--- src/rtl/rxb_pkg.sv ---
// Shared types for the burst receiver controller.
package rxb_pkg;
    typedef enum logic {
        MODE_ACQ  = 1'b0,
        MODE_DATA = 1'b1
    } rx_mode_e;
endpackage

--- src/rtl/rxb_enable_seq.sv ---
// Combines the two enable sources and runs the fixed-length clear sequence.
// Assumes both enable inputs are synchronous to clk.
module rxb_enable_seq #(
    parameter int RST_CYCLES = 6
) (
    input  logic clk,
    input  logic rst_n,
    input  logic cfg_en,
    input  logic pin_en,
    output logic seq_start,
    output logic rx_active,
    output logic rst_busy,
    output logic clr
);
    localparam int CW = $clog2(RST_CYCLES + 1);

    logic          en_eff;
    logic          en_q;
    logic [CW-1:0] cnt_q;

    assign en_eff    = cfg_en | pin_en;
    assign seq_start = en_q & ~en_eff;
    assign rst_busy  = (cnt_q != '0);
    assign rx_active = en_q & ~rst_busy;
    assign clr       = ~rx_active | ~en_eff;

    // Remember the previous effective enable so a falling edge can be detected.
    always_ff @(posedge clk) begin
        if (!rst_n) en_q <= 1'b0;
        else        en_q <= en_eff;
    end

    // Load the sequence length on a falling enable, then count it down.
    always_ff @(posedge clk) begin
        if (!rst_n)          cnt_q <= '0;
        else if (seq_start)  cnt_q <= CW'(RST_CYCLES);
        else if (rst_busy)   cnt_q <= cnt_q - 1'b1;
    end


    busy_start_chk: assert property (@(posedge clk) disable iff (!rst_n)
        (en_q && !en_eff) |=> rst_busy);

    active_src_chk: assert property (@(posedge clk) disable iff (!rst_n)
        rx_active |-> $past(cfg_en | pin_en));
endmodule

--- src/rtl/rxb_test_sel.sv ---
// Host-writable test-point select register, wiped by the clear sequence.
// Assumes clear_req covers the whole clear window, including its first edge.
module rxb_test_sel #(
    parameter int W = 4
) (
    input  logic         clk,
    input  logic         rst_n,
    input  logic         clear_req,
    input  logic         rst_busy,
    input  logic         wr,
    input  logic [W-1:0] wdata,
    output logic [W-1:0] sel
);
    // Clearing wins over host writes.
    always_ff @(posedge clk) begin
        if (!rst_n)         sel <= '0;
        else if (clear_req) sel <= '0;
        else if (wr)        sel <= wdata;
    end


    tsel_clr_chk: assert property (@(posedge clk) disable iff (!rst_n)
        rst_busy |-> (sel == '0));
endmodule

--- src/rtl/rxb_burst_fsm.sv ---
// Acquisition/data mode tracker and burst symbol counter.
// Assumes clr is high whenever the receiver is not active.
module rxb_burst_fsm
    import rxb_pkg::*;
#(
    parameter int LEN_W = 16
) (
    input  logic             clk,
    input  logic             rst_n,
    input  logic             clr,
    input  logic             rst_busy,
    input  logic             preamble,
    input  logic             sym_stb,
    input  logic [LEN_W-1:0] len,
    output rx_mode_e         mode,
    output logic [LEN_W-1:0] cnt,
    output logic             burst_end
);
    localparam logic [LEN_W-1:0] MIN_LEN = LEN_W'(3);

    logic [LEN_W-1:0] limit;
    logic [LEN_W-1:0] cnt_nxt;

    // Symbols per burst: programmed value minus two, never below one.
    always_comb begin
        limit   = (len < MIN_LEN) ? LEN_W'(1) : (len - LEN_W'(2));
        cnt_nxt = cnt + 1'b1;
    end

    // Mode transitions, symbol counting and the end-of-burst pulse.
    always_ff @(posedge clk) begin
        if (!rst_n) begin
            mode      <= MODE_ACQ;
            cnt       <= '0;
            burst_end <= 1'b0;
        end else begin
            burst_end <= 1'b0;
            if (clr) begin
                mode <= MODE_ACQ;
                cnt  <= '0;
            end else begin
                case (mode)
                    MODE_ACQ: if (preamble) begin
                        mode <= MODE_DATA;
                        cnt  <= '0;
                    end
                    MODE_DATA: if (sym_stb) begin
                        cnt <= cnt_nxt;
                        if (cnt_nxt >= limit) begin
                            mode      <= MODE_ACQ;
                            burst_end <= 1'b1;
                        end
                    end
                    default: mode <= MODE_ACQ;
                endcase
            end
        end
    end


    busy_acq_chk: assert property (@(posedge clk) disable iff (!rst_n)
        rst_busy |-> (mode == MODE_ACQ && cnt == '0));

    cnt_below_lim_chk: assert property (@(posedge clk) disable iff (!rst_n)
        (mode == MODE_DATA) |-> (cnt < limit));

    acq_hold_chk: assert property (@(posedge clk) disable iff (!rst_n)
        (mode == MODE_ACQ && !preamble && !clr) |=> $stable(cnt));
endmodule

--- src/rtl/rx_burst_ctrl.sv ---
// Top level: receiver enable, clear sequence, burst tracking and test select.
// Assumes all inputs are synchronous to clk.
module rx_burst_ctrl
    import rxb_pkg::*;
#(
    parameter int LEN_W      = 16,
    parameter int RST_CYCLES = 6,
    parameter int TSEL_W     = 4
) (
    input  logic              clk,
    input  logic              rst_n,
    input  logic              cfg_rx_en,
    input  logic              pin_rx_en,
    input  logic [7:0]        len_lo,
    input  logic [7:0]        len_hi,
    input  logic              tsel_wr,
    input  logic [TSEL_W-1:0] tsel_wdata,
    input  logic              preamble_det,
    input  logic              sym_stb,
    output logic              rx_active,
    output logic              rst_busy,
    output logic              dp_clear,
    output logic              acq_mode,
    output logic              data_mode,
    output logic [LEN_W-1:0]  sym_count,
    output logic              burst_end,
    output logic [TSEL_W-1:0] tsel
);
    logic     seq_start;
    logic     clr;
    rx_mode_e mode;
    logic [LEN_W-1:0] len;

    assign len       = LEN_W'({len_hi, len_lo});
    assign dp_clear  = ~rx_active;
    assign acq_mode  = (mode == MODE_ACQ);
    assign data_mode = (mode == MODE_DATA);

    rxb_enable_seq #(.RST_CYCLES(RST_CYCLES)) u_seq (
        .clk       (clk),
        .rst_n     (rst_n),
        .cfg_en    (cfg_rx_en),
        .pin_en    (pin_rx_en),
        .seq_start (seq_start),
        .rx_active (rx_active),
        .rst_busy  (rst_busy),
        .clr       (clr)
    );

    rxb_test_sel #(.W(TSEL_W)) u_tsel (
        .clk       (clk),
        .rst_n     (rst_n),
        .clear_req (seq_start | rst_busy),
        .rst_busy  (rst_busy),
        .wr        (tsel_wr),
        .wdata     (tsel_wdata),
        .sel       (tsel)
    );

    rxb_burst_fsm #(.LEN_W(LEN_W)) u_fsm (
        .clk       (clk),
        .rst_n     (rst_n),
        .clr       (clr),
        .rst_busy  (rst_busy),
        .preamble  (preamble_det),
        .sym_stb   (sym_stb),
        .len       (len),
        .mode      (mode),
        .cnt       (sym_count),
        .burst_end (burst_end)
    );


    end_pulse_chk: assert property (@(posedge clk) disable iff (!rst_n)
        burst_end |-> acq_mode);
endmodule

--- config.mk ---
export PLATFORM = sky130hd
export DESIGN_NAME = rx_burst_ctrl
export DESIGN_NICKNAME = d
export VERILOG_FILES = /design/src/rtl/rxb_pkg.sv /design/src/rtl/rxb_enable_seq.sv /design/src/rtl/rxb_test_sel.sv /design/src/rtl/rxb_burst_fsm.sv /design/src/rtl/rx_burst_ctrl.sv
export SDC_FILE = /design/constraint.sdc
export NUM_CORES = 1
export LEC_CHECK = 0
export BUFFER_PORTS_ARGS = -buffer_cell sky130_fd_sc_hd__buf_2
export CAP_MARGIN = 10
export CORE_UTILIZATION = 55
export CTS_CLUSTER_DIAMETER = 80
export DETAILED_ROUTE_END_ITERATION = 10
export PLACE_DENSITY = 0.82
export SETUP_SLACK_MARGIN = 0.2
export SYNTH_ARGS = -nofsm -noshare
export SYNTH_HDL_FRONTEND = slang
export SYNTH_HIERARCHICAL = 1
export SYNTH_SLANG_ARGS = --single-unit
export TNS_END_PERCENT = 50
--- constraint.sdc ---
create_clock -name clk -period 6.49 [get_ports clk]
set_input_delay 0.649 -clock clk [delete_from_list [all_inputs] [get_ports clk]]
set_output_delay 0.649 -clock clk [all_outputs]
set_load 0.02 [all_outputs]
# Yosys cells after proc, flatten, opt, wreduce, memory -nomap -nowiden
# Index checks and enable logic that the tools add are counted.
[op_classes]
mux = 11
n_eq_ne = 2
n_lt_le_gt_ge = 2
bitwise_logic = 11
n_reduce_logical = 7
addsub = 3
[op_table]
columns = ["op", "n"]
rows = [
  ["$mux 16", 3],
  ["$pmux 16 s2", 1],
  ["$add 16x1->16 const B", 1],
  ["$ge 16x16->1", 1],
  ["$lt 16x2->1 const B", 1],
  ["$sub 16x2->16 const B", 1],
  ["$mux 3", 2],
  ["$not 1->1", 6],
  ["$reduce_or 2->1", 3],
  ["$mux 1", 4],
  ["$ne 2x2->1 const B", 2],
  ["$reduce_or 4->1", 1],
  ["$or 1x1->1", 3],
  ["$reduce_bool 3->1", 1],
  ["$sub 3x1->3 const B", 1],
  ["$and 1x1->1", 2],
  ["$pmux 1 s2", 1],
  ["$reduce_and 2->1", 1],
  ["$reduce_bool 2->1", 1],
]
[word_totals]
register_bits = 26
out_inout_bits = 26
word_cells = 43
input_bits = 27

# Depth between registers and ports, before layout
# Gate-level depths: netlist (run 1).
[logic_depth]
ltp_word = 6
mapped_depth = 12
mapped_depth_nobuf = 12

# Hierarchy
# Netlist (run 1), hierarchy kept.
[modules_own_cells]
columns = ["mod", "cells_each", "seq_area_each_um2", "area_per_inst_um2", "n_inst"]
rows = [
  ["rxb_burst_fsm", 231, 360.3, 1705.4, 1],
  ["rxb_enable_seq", 24, 80.1, 209.0, 1],
  ["rxb_test_sel", 14, 80.1, 146.4, 1],
  ["rx_burst_ctrl", 3, 0.0, 13.8, 1],
]

# Worst setup path before layout (run 1)
# Ideal clock, no wire load.
[synth_timing]
kind = "input to register"
start = "in len_hi[4]"
end = "reg u_fsm.mode"
setup_ns = 0.078
slack_ns = 3.673
path_buffers = 1
arrival_ns = 2.740
path_stages = 12
path_cell_list = "or3_1 > nor3_1 > and3_1 > nand2_1 > buf_2 > nand2_1 > ha_1 > a21oi_1 > o21ai_0 > nor4_1 > a31oi_1 > nor3_1"
[synth_between]
elab_chain_cells = 6
[synth_lines]
columns = ["item", "line_no", "rtl"]
rows = [
  ["start, declared", "rx_burst_ctrl.sv:15", "input logic [7:0] len_hi,"],
  ["$sub 16x2->16 / $lt 16x2->1 (equally long branches)", "rxb_burst_fsm.sv:26", "limit = (len < MIN_LEN) ? LEN_W'(1) : (len - LEN_W'(2));"],
  ["$mux 16 (*)", "rxb_burst_fsm.sv:26", ""],
  ["$ge 16x16->1 (*)", "rxb_burst_fsm.sv:49", "if (cnt_nxt >= limit) begin"],
  ["$mux 1 (*)", "rxb_burst_fsm.sv:49", ""],
  ["$mux 1 (*)", "rxb_burst_fsm.sv:47", "MODE_DATA: if (sym_stb) begin"],
  ["$pmux 1 s2 (*)", "rxb_burst_fsm.sv:42", "case (mode)"],
  ["end signal, assigned", "rxb_burst_fsm.sv:44", "mode <= MODE_DATA;"],
  ["end signal, assigned", "rxb_burst_fsm.sv:50", "mode <= MODE_ACQ;"],
  ["end signal, assigned", "rxb_burst_fsm.sv:54", "default: mode <= MODE_ACQ;"],
  ["end, declared", "rxb_burst_fsm.sv:15", "output rx_mode_e mode,"],
]
# Mark *: on every way between the ends. The rest lies on a longest branch, timed or not.
# A chain may end at the register's enable or synchronous reset.

# Final worst setup path (run 1)
[layout_timing]
start = "reg u_fsm.cnt[0]"
end = "reg u_fsm.mode"
[layout_between]
elab_chain_cells = 5
[layout_lines]
columns = ["item", "line_no", "rtl"]
rows = [
  ["start, declared", "rxb_burst_fsm.sv:16", "output logic [LEN_W-1:0] cnt,"],
  ["start signal, assigned", "rxb_burst_fsm.sv:48", "cnt <= cnt_nxt;"],
  ["$add 16x1->16", "rxb_burst_fsm.sv:27", "cnt_nxt = cnt + 1'b1;"],
  ["$ge 16x16->1", "rxb_burst_fsm.sv:49", ""],
  ["$mux 1", "rxb_burst_fsm.sv:49", ""],
  ["$mux 1", "rxb_burst_fsm.sv:47", ""],
  ["$pmux 1 s2", "rxb_burst_fsm.sv:42", ""],
]
# Every way passes these cells.

==> impl_metrics.env, run 1 <==
export IMPL_outcome="finished clean"
export IMPL_portBuffers=52
export IMPL_gr_max_usage_layer="met2"
export IMPL_ios=53
export IMPL_grtUsageMet2=0.4428
export IMPL_hold_viol=0
export IMPL_period_share=0.4700
export IMPL_coreArea_mm2=0.003468
export IMPL_slew_headroom=0.5960
export IMPL_grt_pass1_wl_um=8673
export IMPL_drtIter0Drc=150
export IMPL_cts_buffers=3
export IMPL_grt_pass1_vias=1996
export IMPL_met1_usage=0.3481
export IMPL_grt_antenna_before_repair=0
export IMPL_layout_setup_ws_ns=3.440
export IMPL_p_comb_frac=0.253
export IMPL_use_met3=0.04167
export IMPL_synth_cell_types=42
export IMPL_sw_frac_of_total=0.2987
export IMPL_setup_viol=0
export IMPL_die_h_um=63.42
export IMPL_place_area_mm2=0.002361
export IMPL_crit_type="reg2reg"
export IMPL_row_count=21
export IMPL_synth_top_area_frac=0.2509
export IMPL_drive_gt1_frac=0.2118
export IMPL_ctsResizeCount=0
export IMPL_firstDrtPassIters=4
export IMPL_grt_max_degree=16
export IMPL_ys_seq_area_frac=0.2509
export IMPL_gp_congestion=0.8859
export IMPL_fp_dieArea_mm2=0.004021
export IMPL_wirelength_um=5012
export IMPL_synth_area_top_cells="dfxtp_1 25%, ha_1 12%, nand2_1 7.2%"
export IMPL_dpl_hpwl_um=3854
export IMPL_vias=2081
export IMPL_synth_nets=319
export IMPL_ant_nets=0
export IMPL_yosys_area_share_simple=0.3034
export IMPL_netSwitchingPower_uw=125.0
export IMPL_drt_wirelength_per_cell_um=13.66
export IMPL_grt_util_all_layers=0.2650
export IMPL_ys_warn_count=6
export IMPL_drv_cap=0
export IMPL_initial_core_util=0.5981
export IMPL_h_tree_depth=1
export IMPL_peakVddDrop_uv=127.8
export IMPL_reg2reg_from="u_fsm/cnt[0]$_SDFFE_PP0P_"
export IMPL_syn_avg_cell_area_um2=7.627
export IMPL_crit_fanout=7
export IMPL_fin_crit_ns=3.050
export IMPL_start_kind="register"
export IMPL_async_reset_ff_frac=0
export IMPL_tns_ns=0
export IMPL_p_seq_frac=0.421
export IMPL_synth_top_family_by_area="simple AND/OR/NAND/NOR gates"
export IMPL_crit_slowest_cell="dfxtp_1"
export IMPL_synth_ff_latch_count=26
export IMPL_antenna_cells=0
export IMPL_synthCells=272
export IMPL_cp_startpoint="u_fsm/cnt[0]$_SDFFE_PP0P_"
export IMPL_rsz0062_at_grt="false"
export IMPL_endpoint_kind="register"
export IMPL_netlist_area_mm2=0.002074
export IMPL_synthFlopType="dfxtp_1"
export IMPL_pre_cts_ws_ns=3.256
export IMPL_cts_sinks=26
export IMPL_clock_skew_ns=0.008389
export IMPL_cell_internal_pwr_uw=293.6
export IMPL_synthXorXnorAreaFrac=0.1098
export IMPL_nNetsFinal=369
export IMPL_min_path_type="reg2reg"
export IMPL_clk_insertion_delay_late_ns=0.28
export IMPL_whs_ns=0.5016
export IMPL_drc_errors=0
export IMPL_clkPwrFrac=0.327
export IMPL_cts_root_buf="clkbuf_8"
export IMPL_dieWidth_um=63.42
export IMPL_path_cells="ha_1 -> and3_1 -> nand3_1 -> nor3_2 -> xor2_1 -> ha_1 -> nand4_1 -> nor3_1 -> nand3_1 -> a31oi_1 -> nor3_1"
export IMPL_cpLargestDelayFamily="simple AND/OR/NAND/NOR gates"
export IMPL_power_density_mw_per_mm2=172.1
export IMPL_syn_to_final_growth_pct=17.25
export IMPL_stdcell_area_mm2=0.002432
export IMPL_power_leakage_nw=1.156
export IMPL_fill_cells=316
export IMPL_hold_buffers=0
export IMPL_crit_required_ns=6.65
export IMPL_critPathBufInv=0
export IMPL_cts_setup_buffers=0
export IMPL_synth_edff_count=0
export IMPL_fmax_mhz=327.8
export IMPL_synth_top_cell_by_area="dfxtp_1"
export IMPL_slowest_delay_ns=0.46
export IMPL_tightest_slew_ns=0.5996
export IMPL_clk_pin_slew_ns=0.10
export IMPL_cts_tree="done"
export IMPL_finalMaxSlewViolations=0
export IMPL_synth_mux_area_fraction=0.02413
export IMPL_arrival_ns=3.21
export IMPL_overflow=0
export IMPL_hold_path_startpoint="u_tsel/sel[1]$_SDFFE_PP0P_"
export IMPL_synth_compound_area_frac=0.1544
export IMPL_clk_path_buf_depth=2
export IMPL_synthAdderAreaFrac=0.1206
export IMPL_power_uw=418.6
export IMPL_viasPerCell=5.670
## layout by cell type, fill, tap and decap left out, types with 2 or more instances in the layout
master and instances:
a21oi_1 15, a311oi_1 3, a31oi_1 12, and3_1 5
buf_2 52, clkbuf_8 3, dfxtp_1 26, ha_1 20
inv_1 12, mux2i_1 5, nand2_1 40, nand2b_1 9
nand3_1 11, nand4_1 5, nor2_1 21, nor3_1 13
nor3_2 2, o21ai_0 14, or2_2 3, or3_1 4
xnor2_1 13, xor2_1 13
## worst min-delay path, delay by kind of cell (launching register included)
family | cells | cell delay (ns)
flip-flops | 1 | 0.34
multiplexers | 1 | 0.06
AND/OR/NAND/NOR | 1 | 0.07
## synthesized netlist by cell type, types with 2 or more instances
cell / n
xor2_1: 13
inv_1: 12
dfxtp_1: 26
buf_2: 3
a31oi_1: 12
mux2i_1: 5
nand3_1: 11
or2_2: 3
nor2_1: 21
clkbuf_1: 3
nand2b_1: 9
a311oi_1: 3
o21ai_0: 14
nor3_2: 2
nand4_1: 5
nor3_1: 13
a21oi_1: 15
nand2_1: 40
or3_1: 4
ha_1: 20
xnor2_1: 13
and3_1: 5
## per-stage QoR
step,util,std cells
2_1_floorplan,-,272
3_3_place_gp,0.6807,363
3_5_place_dp,0.6807,363
4_1_cts,0.7013,367
5_1_grt,0.7013,367
6_report,0.7013,367
## cell families after synthesis
kind of cell,count (synthesis)
multiplexers,5
AO/OA/AOI/OAI,52
buffers and inverters,19
XOR/XNOR,26
AND/OR/NAND/NOR,124
flip-flops,26
adder cells (fa/ha/maj),20
## flip-flops by register name (all words and copies together), names as in the netlist
register,cells
u_fsm/cnt,16
u_tsel/sel,4
u_seq/cnt_q,3
u_fsm/burst_end,1
u_fsm/mode,1
u_seq/en_q,1
## area by class of cell
type                            instances  area, µm²  share of cell area
Sequential cell                        26      520.5              0.2140
Tap cell                               46      57.56             0.02366
Clock inverter                          1      30.03             0.01235
Multi-Input combinational cell        227       1478              0.6075
Inverter                               12      45.04             0.01852
Timing Repair Buffer                   52      260.3              0.1070
Clock buffer                            3      41.29             0.01698
## per-layer routing
layer  vias to the layer above  wire, µm
met5                         -         0
met1                       960      2361
met2                        56      2356
met3                         6       247
li1                       1059         -
met4                         0        46
## power groups by stage
stage / Combinational, mW / Sequential [mW] / Clock [mW]
finish: 0.106 / 0.176 / 0.137
global route: 0.119 / 0.177 / 0.143
CTS: 0.106 / 0.176 / 0.138
detailed placement: 0.106 / 0.179 / 0
global placement: 0.104 / 0.179 / 0
floorplan: 0.0690 / 0.181 / 0
## final timing paths
path | endpoint | slack, ns | cells past startpoint
worst min-delay path | u_tsel/sel[1]$_SDFFE_PP0P_ | 0.50 | 2
worst max register to register | u_fsm/mode$_SDFF_PP0_ | 3.44 | 11
worst max-delay path | u_fsm/mode$_SDFF_PP0_ | 3.44 | 11
worst min register to register | u_tsel/sel[1]$_SDFFE_PP0P_ | 0.50 | 2
(Power assumes the default switching activity.)
==> run 2: changes to the inputs <==
--- a/config.mk
+++ b/config.mk
@@ -7,10 +7,10 @@
 export LEC_CHECK = 0
 export BUFFER_PORTS_ARGS = -buffer_cell sky130_fd_sc_hd__buf_2
 export CAP_MARGIN = 10
-export CORE_UTILIZATION = 55
+export CORE_UTILIZATION = 53
 export CTS_CLUSTER_DIAMETER = 80
 export DETAILED_ROUTE_END_ITERATION = 10
-export PLACE_DENSITY = 0.82
+export PLACE_DENSITY = 0.8
 export SETUP_SLACK_MARGIN = 0.2
 export SYNTH_ARGS = -nofsm -noshare
 export SYNTH_HDL_FRONTEND = slang
==> constraint.sdc (replaced) <==
create_clock -name clk -period 3 [get_ports clk]
set_input_delay 0.3 -clock clk [delete_from_list [all_inputs] [get_ports clk]]
set_output_delay 0.3 -clock clk [all_outputs]
set_load 0.02 [all_outputs]
==> impl_metrics.env, run 2 (synthesis results as in run 1) <==
export IMPL_sw_frac_of_total=0.3105
export IMPL_syn_to_final_growth_pct=20.87
export IMPL_cts_setup_buffers=0
export IMPL_place_area_mm2=0.002439
export IMPL_power_density_mw_per_mm2=333.7
export IMPL_rr_endpoint="u_fsm/mode$_SDFF_PP0_"
export IMPL_wirelength_um=4832
export IMPL_hold_path_startpoint="cfg_rx_en"
export IMPL_finalMaxSlewViolations=0
export IMPL_hold_path_end="u_seq/en_q$_SDFF_PN0_"
export IMPL_drt_wirelength_per_cell_um=12.75
export IMPL_layout_setup_ws_ns=0.3900
export IMPL_drc_errors=0
export IMPL_layout_common_cells="52 x buf_2, 40 x nand2_1, 26 x dfxtp_1, 21 x nor2_1, 19 x ha_1"
export IMPL_drv_cap=0
export IMPL_largest_register_ffs=16
export IMPL_layout_commonest_cell="buf_2"
export IMPL_rsz0062_at_grt="false"
export IMPL_slew_headroom=0.5876
export IMPL_dpl_hpwl_um=3877
export IMPL_final_util=0.6747
export IMPL_cts_buffers=3
export IMPL_vias=2135
export IMPL_cts_root_buf="clkbuf_8"
export IMPL_fp_dieArea_mm2=0.004169
export IMPL_worstRegToRegCells=11
export IMPL_min_path_type="in2reg"
export IMPL_crit_type="reg2reg"
export IMPL_coreArea_mm2=0.003716
export IMPL_crit_fanout=6
export IMPL_grt_pass1_wl_um=8183
export IMPL_hold_viol=0
export IMPL_clock_skew_ns=0.002123
export IMPL_start_kind="register"
export IMPL_initial_core_util=0.5582
export IMPL_overflow=0
export IMPL_clk_insertion_delay_late_ns=0.27
export IMPL_p_comb_frac=0.278
export IMPL_stdcell_area_mm2=0.002507
export IMPL_cts_sinks=26
export IMPL_fmax_mhz=383.1
export IMPL_period_share=0.8700
export IMPL_outcome="finished clean"
export IMPL_seqCellArea_um2=520.5
export IMPL_grt_antenna_before_repair=0
export IMPL_clk_pin_slew_ns=0.09
export IMPL_viasPerCell=5.633
export IMPL_grt_util_all_layers=0.2470
export IMPL_setup_viol=0
export IMPL_hold_buffers=0
export IMPL_arrival_ns=2.77
export IMPL_peakVddDrop_uv=253.1
export IMPL_tightest_slew_ns=0.6164
export IMPL_cell_internal_pwr_uw=576.9
export IMPL_tns_ns=0
export IMPL_fin_crit_ns=2.610
export IMPL_row_count=22
export IMPL_crit_required_ns=3.16
export IMPL_drtIter0Drc=188
export IMPL_gp_congestion=0.8796
export IMPL_pre_cts_ws_ns=0.2557
export IMPL_grt_max_degree=15
export IMPL_power_leakage_nw=1.198
export IMPL_h_tree_depth=1
export IMPL_firstDrtPassIters=4
export IMPL_fill_cells=327
export IMPL_antenna_cells=0
export IMPL_ios=53
export IMPL_netSwitchingPower_uw=259.7
export IMPL_largestRegisters="u_fsm/cnt x16, u_tsel/sel x4, u_seq/cnt_q x3"
export IMPL_drive_gt1_frac=0.2447
export IMPL_portBuffers=52
export IMPL_endpoint_kind="register"
export IMPL_power_uw=836.6
export IMPL_grt_pass1_vias=1856
export IMPL_ant_nets=0
export IMPL_cts_tree="done"
export IMPL_p_seq_frac=0.453
export IMPL_reg2reg_from="u_fsm/cnt[0]$_SDFFE_PP0P_"
export IMPL_hold_path_depth=3
export IMPL_r2r_slack_ns=0.39
export IMPL_clkPwrFrac=0.270
export IMPL_clk_path_buf_depth=2
export IMPL_nNetsFinal=379
export IMPL_largest_register="u_fsm/cnt"
export IMPL_multi_input_area_mm2=0.001491
export IMPL_dieWidth_um=64.57
export IMPL_die_h_um=64.57
## run 2: cell types whose count changed in the layout (fill, tap and decap cells not counted), sizes merged
cell	before	now
buf	52	62
clkbuf	3	4
bufinv	1	0
## run 2: worst max path at each step
stage	startpoint	endpoint	cells past startpoint
final	u_fsm/cnt[0]$_SDFFE_PP0P_	u_fsm/mode$_SDFF_PP0_	11
after global routing	u_fsm/cnt[1]$_SDFFE_PP0P_	u_fsm/mode$_SDFF_PP0_	11
after CTS	u_fsm/cnt[1]$_SDFFE_PP0P_	u_fsm/mode$_SDFF_PP0_	11
after detailed placement	len_hi[1]	u_fsm/mode$_SDFF_PP0_	12
after global placement	len_hi[4]	u_fsm/mode$_SDFF_PP0_	12
after floorplan	u_fsm/cnt[0]$_SDFFE_PP0P_	u_fsm/mode$_SDFF_PP0_	12
## run 2: what timing repair did
| action | in CTS | in global routing |
|---|---|---|
| hold endpoints to repair | 0 | 0 |
| setup endpoints to repair | 0 | 2 |
| gates resized for setup | 0 | 3 |
## run 2: metal layers
layer  routed length, µm  part of all wire  global-route usage  vias to the layer above
li1                    -                 -                   -                     1088
met1                2259              0.47              0.3287                      974
met2                2252              0.47              0.4184                       71
met3                 304             0.063             0.04930                        2
met4                  17            0.0035             0.03611                        0
met5                   0                 0                   0                        -
## run 2: layout make-up
cell class / instances / share of cell area
flip-flops and latches: 26 / 0.2076
repair buffers: 62 / 0.1337
multi-input cells: 227 / 0.5948
clock buffers: 4 / 0.02196
well taps: 48 / 0.02395
inverters: 12 / 0.01796
## run 2: power groups by stage
stage / Clock [mW] / Sequential, mW / Combinational, mW
detailed placement: 0 / 0.386 / 0.232
floorplan: 0 / 0.392 / 0.149
global placement: 0 / 0.386 / 0.228
global route: 0.243 / 0.382 / 0.259
finish: 0.225 / 0.379 / 0.232
CTS: 0.231 / 0.379 / 0.233
## run 2: stage by stage
step	std cells	hold WS, ns
6_report	379	0.2558
5_1_grt	379	0.2700
4_1_cts	379	0.2541
3_5_place_dp	375	0.4807
3_3_place_gp	375	0.4711
2_1_floorplan	272	0.4158
## run 2: worst max-delay path, cell delays in order, from the launching register on
cell     delay [ns]
dfxtp_1        0.34
buf_4          0.15
nand2_1        0.14
nor3_4         0.34
nand4_1        0.23
xnor2_1        0.19
ha_1           0.30
nand4_1        0.17
nor3_2         0.24
nand3_1        0.14
a31oi_1        0.20
nor3_1         0.06
